--- src/rtl/tlb_sp_pkg.sv ---
`timescale 1ns/1ps
package tlb_sp_pkg;

   localparam logic [1:0] ACC_READ  = 2'd0;
   localparam logic [1:0] ACC_WRITE = 2'd1;
   localparam logic [1:0] ACC_EXEC  = 2'd2;

   localparam logic [1:0] PR_RDONLY = 2'd0;
   localparam logic [1:0] PR_XONLY  = 2'd1;
   localparam logic [1:0] PR_RDWR   = 2'd2;
   localparam logic [1:0] PR_NONE   = 2'd3;

   // permission code against access kind
   function automatic logic access_ok(input logic [1:0] prot, input logic [1:0] acc);
      logic ok;
      case (prot)
         PR_RDONLY: ok = (acc == ACC_READ);
         PR_XONLY:  ok = (acc == ACC_EXEC);
         PR_RDWR:   ok = (acc == ACC_READ) || (acc == ACC_WRITE);
         default:   ok = 1'b0;
      endcase
      return ok;
   endfunction

endpackage

--- src/rtl/tlb_sp_lowidx.sv ---
`timescale 1ns/1ps
module tlb_sp_lowidx #(
   parameter int N     = 16,
   parameter int IDX_W = 4
) (
   input  logic [N-1:0]     vec,
   output logic [IDX_W-1:0] idx,
   output logic             any
);
   always_comb begin
      idx = '0;
      for (int i = N - 1; i >= 0; i--) begin
         if (vec[i]) idx = IDX_W'(i);
      end
   end
   assign any = |vec;
endmodule

--- src/rtl/tlb_sp_match.sv ---
`timescale 1ns/1ps
module tlb_sp_match #(
   parameter int ENTRIES = 16,
   parameter int VPN_W   = 20,
   parameter int ASID_W  = 8,
   parameter int SIZE_W  = 3
) (
   input  logic [VPN_W-1:0]                 q_vpn,
   input  logic [ASID_W-1:0]                q_asid,
   input  logic [ENTRIES-1:0]               e_live,
   input  logic [ENTRIES-1:0][VPN_W-1:0]    e_vpn,
   input  logic [ENTRIES-1:0][ASID_W-1:0]   e_asid,
   input  logic [ENTRIES-1:0][SIZE_W-1:0]   e_size,
   output logic [ENTRIES-1:0]               hits
);
   for (genvar g = 0; g < ENTRIES; g++) begin : g_cmp
      logic [VPN_W-1:0] keep;
      // bits above the superpage span take part in the compare
      assign keep    = {VPN_W{1'b1}} << e_size[g];
      assign hits[g] = e_live[g] && (e_asid[g] == q_asid) &&
                       (((e_vpn[g] ^ q_vpn) & keep) == '0);
   end
endmodule

--- src/rtl/tlb_sp_victim.sv ---
`timescale 1ns/1ps
module tlb_sp_victim #(
   parameter int ENTRIES = 16,
   parameter int IDX_W   = 4
) (
   input  logic               clk,
   input  logic               rst_n,
   input  logic [ENTRIES-1:0] inuse,
   input  logic               take,
   output logic [IDX_W-1:0]   slot
);
   logic [IDX_W-1:0] free_idx;
   logic             free_any;
   logic [IDX_W-1:0] rr_q;

   tlb_sp_lowidx #(.N(ENTRIES), .IDX_W(IDX_W)) u_free (
      .vec (~inuse),
      .idx (free_idx),
      .any (free_any)
   );

   assign slot = free_any ? free_idx : rr_q;

   always_ff @(posedge clk) begin
      if (!rst_n)                  rr_q <= '0;
      else if (take && !free_any)  rr_q <= rr_q + 1'b1;
   end
endmodule

--- src/rtl/tlb_sp.sv ---
`timescale 1ns/1ps
module tlb_sp #(
   parameter int ENTRIES = 16,
   parameter int VA_W    = 32,
   parameter int PA_W    = 32,
   parameter int OFF_W   = 12,
   parameter int ASID_W  = 8,
   parameter int SIZE_W  = 3,
   localparam int VPN_W  = VA_W - OFF_W,
   localparam int PPN_W  = PA_W - OFF_W,
   localparam int IDX_W  = $clog2(ENTRIES)
) (
   input  logic              clk,
   input  logic              rst_n,
   input  logic              lk_req,
   input  logic [VA_W-1:0]   lk_va,
   input  logic [ASID_W-1:0] lk_asid,
   input  logic [1:0]        lk_acc,
   output logic              lk_hit,
   output logic              lk_miss,
   output logic              lk_fault,
   output logic              lk_multi,
   output logic [PA_W-1:0]   lk_pa,
   input  logic              wr_en,
   input  logic [VPN_W-1:0]  wr_vpn,
   input  logic [ASID_W-1:0] wr_asid,
   input  logic [PPN_W-1:0]  wr_ppn,
   input  logic [SIZE_W-1:0] wr_size,
   input  logic              wr_valid,
   input  logic [1:0]        wr_prot,
   input  logic              flush_all,
   input  logic              flush_asid_en,
   input  logic [ASID_W-1:0] flush_asid_id,
   input  logic [IDX_W-1:0]  rd_idx,
   output logic              rd_inuse,
   output logic [VPN_W-1:0]  rd_vpn,
   output logic [ASID_W-1:0] rd_asid,
   output logic [PPN_W-1:0]  rd_ppn,
   output logic [SIZE_W-1:0] rd_size,
   output logic              rd_ref,
   output logic              rd_mod
);
   import tlb_sp_pkg::*;

   localparam int MAX_SPAN = (1 << SIZE_W) - 1;

   // elaboration checks
   if (ENTRIES < 2 || ENTRIES > 64 || (1 << IDX_W) != ENTRIES) begin : g_bad_entries
      $error("tlb_sp: ENTRIES must be a power of two in 2..64");
   end
   if (OFF_W < 1 || VPN_W < 1 || PPN_W < 1) begin : g_bad_widths
      $error("tlb_sp: address widths must exceed the offset width");
   end
   if (MAX_SPAN > VPN_W || MAX_SPAN > PPN_W) begin : g_bad_size
      $error("tlb_sp: SIZE_W allows spans wider than a page number");
   end

   // slot storage
   logic [ENTRIES-1:0]              inuse_q;
   logic [ENTRIES-1:0][VPN_W-1:0]   vpn_q;
   logic [ENTRIES-1:0][ASID_W-1:0]  asid_q;
   logic [ENTRIES-1:0][PPN_W-1:0]   ppn_q;
   logic [ENTRIES-1:0][SIZE_W-1:0]  size_q;
   logic [ENTRIES-1:0]              val_q;
   logic [ENTRIES-1:0][1:0]         prot_q;
   logic [ENTRIES-1:0]              ref_q;
   logic [ENTRIES-1:0]              mod_q;

   // lookup
   logic [VPN_W-1:0]   q_vpn;
   logic [ENTRIES-1:0] hits;
   logic [IDX_W-1:0]   sel;
   logic               any_hit;
   logic               many_hit;
   logic               sel_ok;
   logic [PPN_W-1:0]   span_mask;
   logic [PPN_W-1:0]   out_ppn;

   assign q_vpn = lk_va[VA_W-1:OFF_W];

   tlb_sp_match #(
      .ENTRIES (ENTRIES), .VPN_W (VPN_W), .ASID_W (ASID_W), .SIZE_W (SIZE_W)
   ) u_match (
      .q_vpn  (q_vpn),
      .q_asid (lk_asid),
      .e_live (inuse_q),
      .e_vpn  (vpn_q),
      .e_asid (asid_q),
      .e_size (size_q),
      .hits   (hits)
   );

   tlb_sp_lowidx #(.N(ENTRIES), .IDX_W(IDX_W)) u_pick (
      .vec (hits),
      .idx (sel),
      .any (any_hit)
   );

   assign many_hit  = (hits & (hits - 1'b1)) != '0;
   assign sel_ok    = val_q[sel] && access_ok(prot_q[sel], lk_acc);
   assign span_mask = ~({PPN_W{1'b1}} << size_q[sel]);
   assign out_ppn   = (ppn_q[sel] & ~span_mask) | (PPN_W'(q_vpn) & span_mask);

   assign lk_hit   = lk_req && any_hit && sel_ok;
   assign lk_fault = lk_req && any_hit && !sel_ok;
   assign lk_miss  = lk_req && !any_hit;
   assign lk_multi = lk_req && many_hit;
   assign lk_pa    = lk_hit ? {out_ppn, lk_va[OFF_W-1:0]} : '0;

   // refill placement
   logic             take;
   logic [IDX_W-1:0] wr_slot;

   assign take = wr_en && !flush_all && !flush_asid_en;

   tlb_sp_victim #(.ENTRIES(ENTRIES), .IDX_W(IDX_W)) u_victim (
      .clk   (clk),
      .rst_n (rst_n),
      .inuse (inuse_q),
      .take  (take),
      .slot  (wr_slot)
   );

   // state update: flush, then flag update, then refill (last wins)
   always_ff @(posedge clk) begin
      if (!rst_n) begin
         inuse_q <= '0;
         vpn_q   <= '0;
         asid_q  <= '0;
         ppn_q   <= '0;
         size_q  <= '0;
         val_q   <= '0;
         prot_q  <= '0;
         ref_q   <= '0;
         mod_q   <= '0;
      end else if (flush_all) begin
         inuse_q <= '0;
      end else begin
         if (flush_asid_en) begin
            for (int i = 0; i < ENTRIES; i++) begin
               if (asid_q[i] == flush_asid_id) inuse_q[i] <= 1'b0;
            end
         end
         if (lk_hit) begin
            ref_q[sel] <= 1'b1;
            if (lk_acc == ACC_WRITE) mod_q[sel] <= 1'b1;
         end
         if (take) begin
            inuse_q[wr_slot] <= 1'b1;
            vpn_q[wr_slot]   <= wr_vpn;
            asid_q[wr_slot]  <= wr_asid;
            ppn_q[wr_slot]   <= wr_ppn;
            size_q[wr_slot]  <= wr_size;
            val_q[wr_slot]   <= wr_valid;
            prot_q[wr_slot]  <= wr_prot;
            ref_q[wr_slot]   <= 1'b0;
            mod_q[wr_slot]   <= 1'b0;
         end
      end
   end

   // read-back
   assign rd_inuse = inuse_q[rd_idx];
   assign rd_vpn   = vpn_q[rd_idx];
   assign rd_asid  = asid_q[rd_idx];
   assign rd_ppn   = ppn_q[rd_idx];
   assign rd_size  = size_q[rd_idx];
   assign rd_ref   = ref_q[rd_idx];
   assign rd_mod   = mod_q[rd_idx];

endmodule

--- config.mk ---
export PLATFORM = sky130hd
export DESIGN_NAME = tlb_sp
export DESIGN_NICKNAME = d
export VERILOG_FILES = /design/src/rtl/tlb_sp_pkg.sv /design/src/rtl/tlb_sp_lowidx.sv /design/src/rtl/tlb_sp_match.sv /design/src/rtl/tlb_sp_victim.sv /design/src/rtl/tlb_sp.sv
export SDC_FILE = /design/constraint.sdc
export NUM_CORES = 2
export LEC_CHECK = 0
export ABC_CLOCK_PERIOD_IN_PS = 9050
export CORE_MARGIN = 4
export CORE_UTILIZATION = 35
export CTS_BUF_LIST = sky130_fd_sc_hd__clkbuf_8
export DETAILED_ROUTE_END_ITERATION = 7
export PLACE_DENSITY_LB_ADDON = 0.12
export SYNTH_ARGS = -nofsm -noshare
export SYNTH_HDL_FRONTEND = slang
export SYNTH_SLANG_ARGS = --single-unit
--- constraint.sdc ---
create_clock -name clk -period 9.05 [get_ports clk]
set_clock_uncertainty 0.05 [all_clocks]
set_input_delay 1.81 -clock clk [delete_from_list [all_inputs] [get_ports clk]]
set_output_delay 1.81 -clock clk [all_outputs]
set_load 0.01 [all_outputs]
==> results.txt <==
- The flow ran to the end, but the final reports show violations.
- Violations in the final reports: negative setup slack
* Fmax: about 0.11 GHz
- Gate count after technology mapping: 6326
- The area growth from synthesis to layout is 18.9%.
- Placed cell count: around 8400
- Yosys mapped the design onto 76 distinct sky130hd cell types.
- The number of antenna violations at the first check in global routing is 19.
- Across the VDD grid, the largest voltage drop is 0.126 mV.
- Setup repair after global routing could not meet its margin everywhere.
* Tightest Hold Check Type: flop to flop
- NumNets Final: 6672
- Count of pins on the block boundary: 204
- Of the synthesized area, sequential elements account for 34.1%.
* Clock Pin Slew Worst Setup and Hold Paths: 0.06 ns
- Per-cell via count in the routed design: 5.81
* Warnings, synthesis: 0
* Critical Path Start Type: input port
- Routing usage on met1: 46.6%
- Predominant post-synthesis flop cell: sky130_fd_sc_hd__dfxtp_1
* Number of global-route vias before repair: 47900
* Summed area of non-filler cells in the final layout: 0.0639 mm²
- The die covers 0.160 mm².
- Global routing used 32.3% of the available tracks across all layers.
- Depth of the CTS H-tree: 4
- Yosys reg bits: 916
- Detailed placement HPWL: 180 mm
* Setup WS pre-CTS: -0.466 ns
- In the synthesized netlist the async set-or-reset flop fraction comes to 0%.
- Buffer cell driving the clock tree root: sky130_fd_sc_hd__clkbuf_8
- Dividing total power by cell area gives a power density of about 150 mW/mm².
- Fraction of post-synthesis cell area in the top cell type by area: 34.1%
- The critical path is of the input port to output port type.
- The startpoint identified for the worst hold timing path is prot_q[3].
- Placer congestion estimate: 1.08
- Once routing completed, OpenROAD measured the worst setup slack at -0.0565 ns.
- Count of flip-flops with a built-in enable after synthesis: 0
- Post-Synthesis Cell Area: between 0.05 and 0.06 mm²
* Required time at the worst-slack endpoint: 7.19 ns
* Global routing usage on met3: 7.25%
* Global-route wire length before repair: 372 mm
- Remaining routing DRC violations: 0
* Final Max Tran Viols: 0
- R2r setup slk: 3.71 ns
- After synthesis, the mean cell area works out to 8.50 µm².
- Headroom to the max-slew limit came out at 14.2%.
- The number of nets in the synthesized netlist is 6441.
* Hold Path Stages: 2
- Overall power consumption: 9360 µW
- The clock passes through at most 3 buffers.
- Final Hold Fails: 0
- Post-layout min period: ~9 ns
- The die is 400 µm wide.
- Cell depth of the worst flop-to-flop path: 18
- Dividing the detail-routed wire length by the instance count gives 30.4 µm.
- Global routing consumed, on the met2 layer, roughly 48% of the routing resources.
- The endpoint identified for the worst register-to-register timing path is mod_q[5].
* Top post-synthesis cells by area: sky130_fd_sc_hd__dfxtp_1 34%, sky130_fd_sc_hd__nand2_1 13%, sky130_fd_sc_hd__a21boi_0 12%
- Global routing finished with a remaining overflow of 0.
- For the pin with the worst max-slew slack, the measured transition is 1.29 ns.
- Clock tree synthesis found a total of about 920 sinks.
- Core Region: 0.152 mm²
* Final standard cell count with taps included and fillers excluded: just under 9000
* Iteration-0 DRC count of the detailed router: 5720
* Std-Cell Rows: 143
- End point of the most critical hold path: prot_q[3]
* Layout filler cell count: 15100
- The count of buffers added on input and output ports is 203.
- The floorplan step set the die height to 400 µm.
* Busiest layer in global routing: met2
- Clock tree from TritonCTS: yes
* Clock buffer count from CTS: about 180
* Endpoint class of the critical path: output port
- Total of max-cap violations: 0
- Post-route antenna net violation count: 0
- The placed instances occupy a cell area of 0.0600 mm².
- TritonRoute pass-1 iters: 7
- Ratio of cells with drive above 1 in the final layout: 17.1%
* Share of the cycle needed by the critical path after routing: 101%
* CP Data Arrival Time: between 7 and 8 ns
- Detailed routing inserted a total of between 50000 and 60000 vias.
- The biggest area contributor in the post-synthesis netlist is sky130_fd_sc_hd__dfxtp_1.
- Entering global routing, the biggest net connects 260 pins.
- FF-to-FF Start: asid_q[10]
- In this run the static leakage power is 0.0219 µW.
- Effective utilization at floorplan: 35.3%
- Count of endpoints failing setup in the final report: 9
* Maximum fanout along the worst path: 16
- The clock reaches the later pin of the worst-skew pair after 0.99 ns.
- Final wirelength: about 270 mm
routing by layer:
metal	routed length, µm	up-vias
met4	9190	12
met5	71	-
li1	-	22500
met2	113000	2438
met3	24300	382
met1	119000	25400
stage by stage:
stage	util [%]	setup TNS [ns]	hold WS [ns]
finish	42.0	-0.129	0.419
global route	42.0	-3.78	0.438
CTS	41.9	-0.0977	0.419
detailed placement	39.4	-13.77	0.405
global placement	39.4	-16.44	0.399
floorplan	-	0	0.385
cell usage in the layout, fill, tap and decap left out, types with 10 or more instances in the layout:
cell,instances
sky130_fd_sc_hd__a211oi_1,16
sky130_fd_sc_hd__a21boi_0,869
sky130_fd_sc_hd__a21oi_1,63
sky130_fd_sc_hd__a221o_1,19
sky130_fd_sc_hd__a31oi_1,13
sky130_fd_sc_hd__and2_1,17
sky130_fd_sc_hd__buf_12,42
sky130_fd_sc_hd__buf_4,426
sky130_fd_sc_hd__clkbuf_8,225
sky130_fd_sc_hd__clkdlybuf4s50_1,198
sky130_fd_sc_hd__clkinv_2,10
sky130_fd_sc_hd__dfxtp_1,916
sky130_fd_sc_hd__inv_1,85
sky130_fd_sc_hd__mux2_2,46
sky130_fd_sc_hd__mux2i_1,68
sky130_fd_sc_hd__mux4_2,270
sky130_fd_sc_hd__nand2_1,1893
sky130_fd_sc_hd__nand2_4,16
sky130_fd_sc_hd__nand3_1,68
sky130_fd_sc_hd__nand4_1,160
sky130_fd_sc_hd__nor2_1,81
sky130_fd_sc_hd__nor3_1,68
sky130_fd_sc_hd__nor4_1,53
sky130_fd_sc_hd__nor4_2,12
sky130_fd_sc_hd__o2111ai_1,34
sky130_fd_sc_hd__o211ai_1,24
sky130_fd_sc_hd__o21ai_0,99
sky130_fd_sc_hd__o221ai_1,41
sky130_fd_sc_hd__o22ai_1,46
sky130_fd_sc_hd__o31ai_1,10
sky130_fd_sc_hd__o41ai_1,28
sky130_fd_sc_hd__xnor2_1,393
sky130_fd_sc_hd__xnor2_2,15
sky130_fd_sc_hd__xor2_1,175
Yosys cell counts, types with 68 or more instances:
cell type,count
sky130_fd_sc_hd__nand2_1,1909
sky130_fd_sc_hd__xor2_1,175
sky130_fd_sc_hd__dfxtp_1,916
sky130_fd_sc_hd__mux2i_1,68
sky130_fd_sc_hd__nor3_1,70
sky130_fd_sc_hd__clkbuf_1,495
sky130_fd_sc_hd__mux4_2,270
sky130_fd_sc_hd__xnor2_1,400
sky130_fd_sc_hd__nand3_1,68
sky130_fd_sc_hd__a21boi_0,869
sky130_fd_sc_hd__nor2_1,83
sky130_fd_sc_hd__nand4_1,160
sky130_fd_sc_hd__o21ai_0,99
sequential cells by signal, summed over array words and instances (netlist names):
| signal | cells |
|---|---|
| asid_q | 128 |
| ppn_q | 320 |
| val_q | 16 |
| u_victim.rr_q | 4 |
| prot_q | 32 |
| vpn_q | 320 |
| inuse_q | 16 |
| ref_q | 16 |
| size_q | 48 |
| mod_q | 16 |
final cells by class:
type	count	area [µm²]	area share, %
antenna	8	20.0	0.0313
clock buffer	225	3100	4.84
clock inverter	82	598	0.935
inverter	31	116	0.182
multi-input combinational	4759	33100	51.8
sequential	916	18300	28.7
tap	2030	2540	3.97
timing repair buffer	674	6140	9.60
critical path, stage by stage:
cell and delay [ns]:
sky130_fd_sc_hd__clkdlybuf4s50_1 0.44, sky130_fd_sc_hd__buf_12 0.16, sky130_fd_sc_hd__xnor2_1 0.52, sky130_fd_sc_hd__nand4_1 0.28
sky130_fd_sc_hd__nor4_1 0.42, sky130_fd_sc_hd__buf_4 0.22, sky130_fd_sc_hd__o2111a_1 0.23, sky130_fd_sc_hd__buf_4 0.13
sky130_fd_sc_hd__or4_1 0.18, sky130_fd_sc_hd__nor4b_4 0.08, sky130_fd_sc_hd__buf_4 0.16, sky130_fd_sc_hd__buf_4 0.14
sky130_fd_sc_hd__a22oi_1 0.18, sky130_fd_sc_hd__o22ai_1 0.10, sky130_fd_sc_hd__or3_1 0.38, sky130_fd_sc_hd__or3_1 0.39
sky130_fd_sc_hd__nor2_1 0.11, sky130_fd_sc_hd__buf_4 0.13, sky130_fd_sc_hd__o21ai_4 0.10, sky130_fd_sc_hd__buf_12 0.17
sky130_fd_sc_hd__nor3_1 0.20, sky130_fd_sc_hd__buf_4 0.13, sky130_fd_sc_hd__clkdlybuf4s50_1 0.53
cell families (layout without fill, tap and decap cells):
kind of cell	after synthesis	in the layout	share of synthesized area, %
compound gates	1344	1344	18.5
xor+xnor	583	583	9.60
fa+ha+maj	1	1	0.0233
buf+inv	651	1012	5.22
flops	916	916	34.1
mux	384	384	13.5
other cells	0	8	0
simple gates	2447	2447	19.0
worst max-delay path by stage:
stage	from	end	cells past startpoint	slack (ns)
after CTS	lk_va[21]	lk_pa[26]	23	-0.04
after detailed placement	lk_asid[7]	lk_pa[26]	24	-0.47
after global placement	lk_va[20]	lk_pa[26]	20	-0.59
final	lk_asid[2]	lk_pa[26]	23	-0.06
after floorplan	lk_va[23]	lk_pa[24]	17	1.67
after global routing	lk_va[20]	lk_pa[31]	21	-0.18
where the power goes:
group / internal, µW / total, µW / leakage [µW] / switching [µW]
logic: 339 / 875 / 0.0124 / 537
registers: 4040 / 4050 / 0.00738 / 12.6
clock network: 2350 / 4430 / 0.00210 / 2080
total: 6730 / 9360 / 0.0219 / 2630
repair_timing:
item | CTS | global route
hold buffers | 0 | 0
gates resized for setup | 15 | 16
pin swaps | 1 | 2
setup endpoints to repair | 34 | 34
setup buffers | 0 | 2
(Power assumes the default switching activity.)
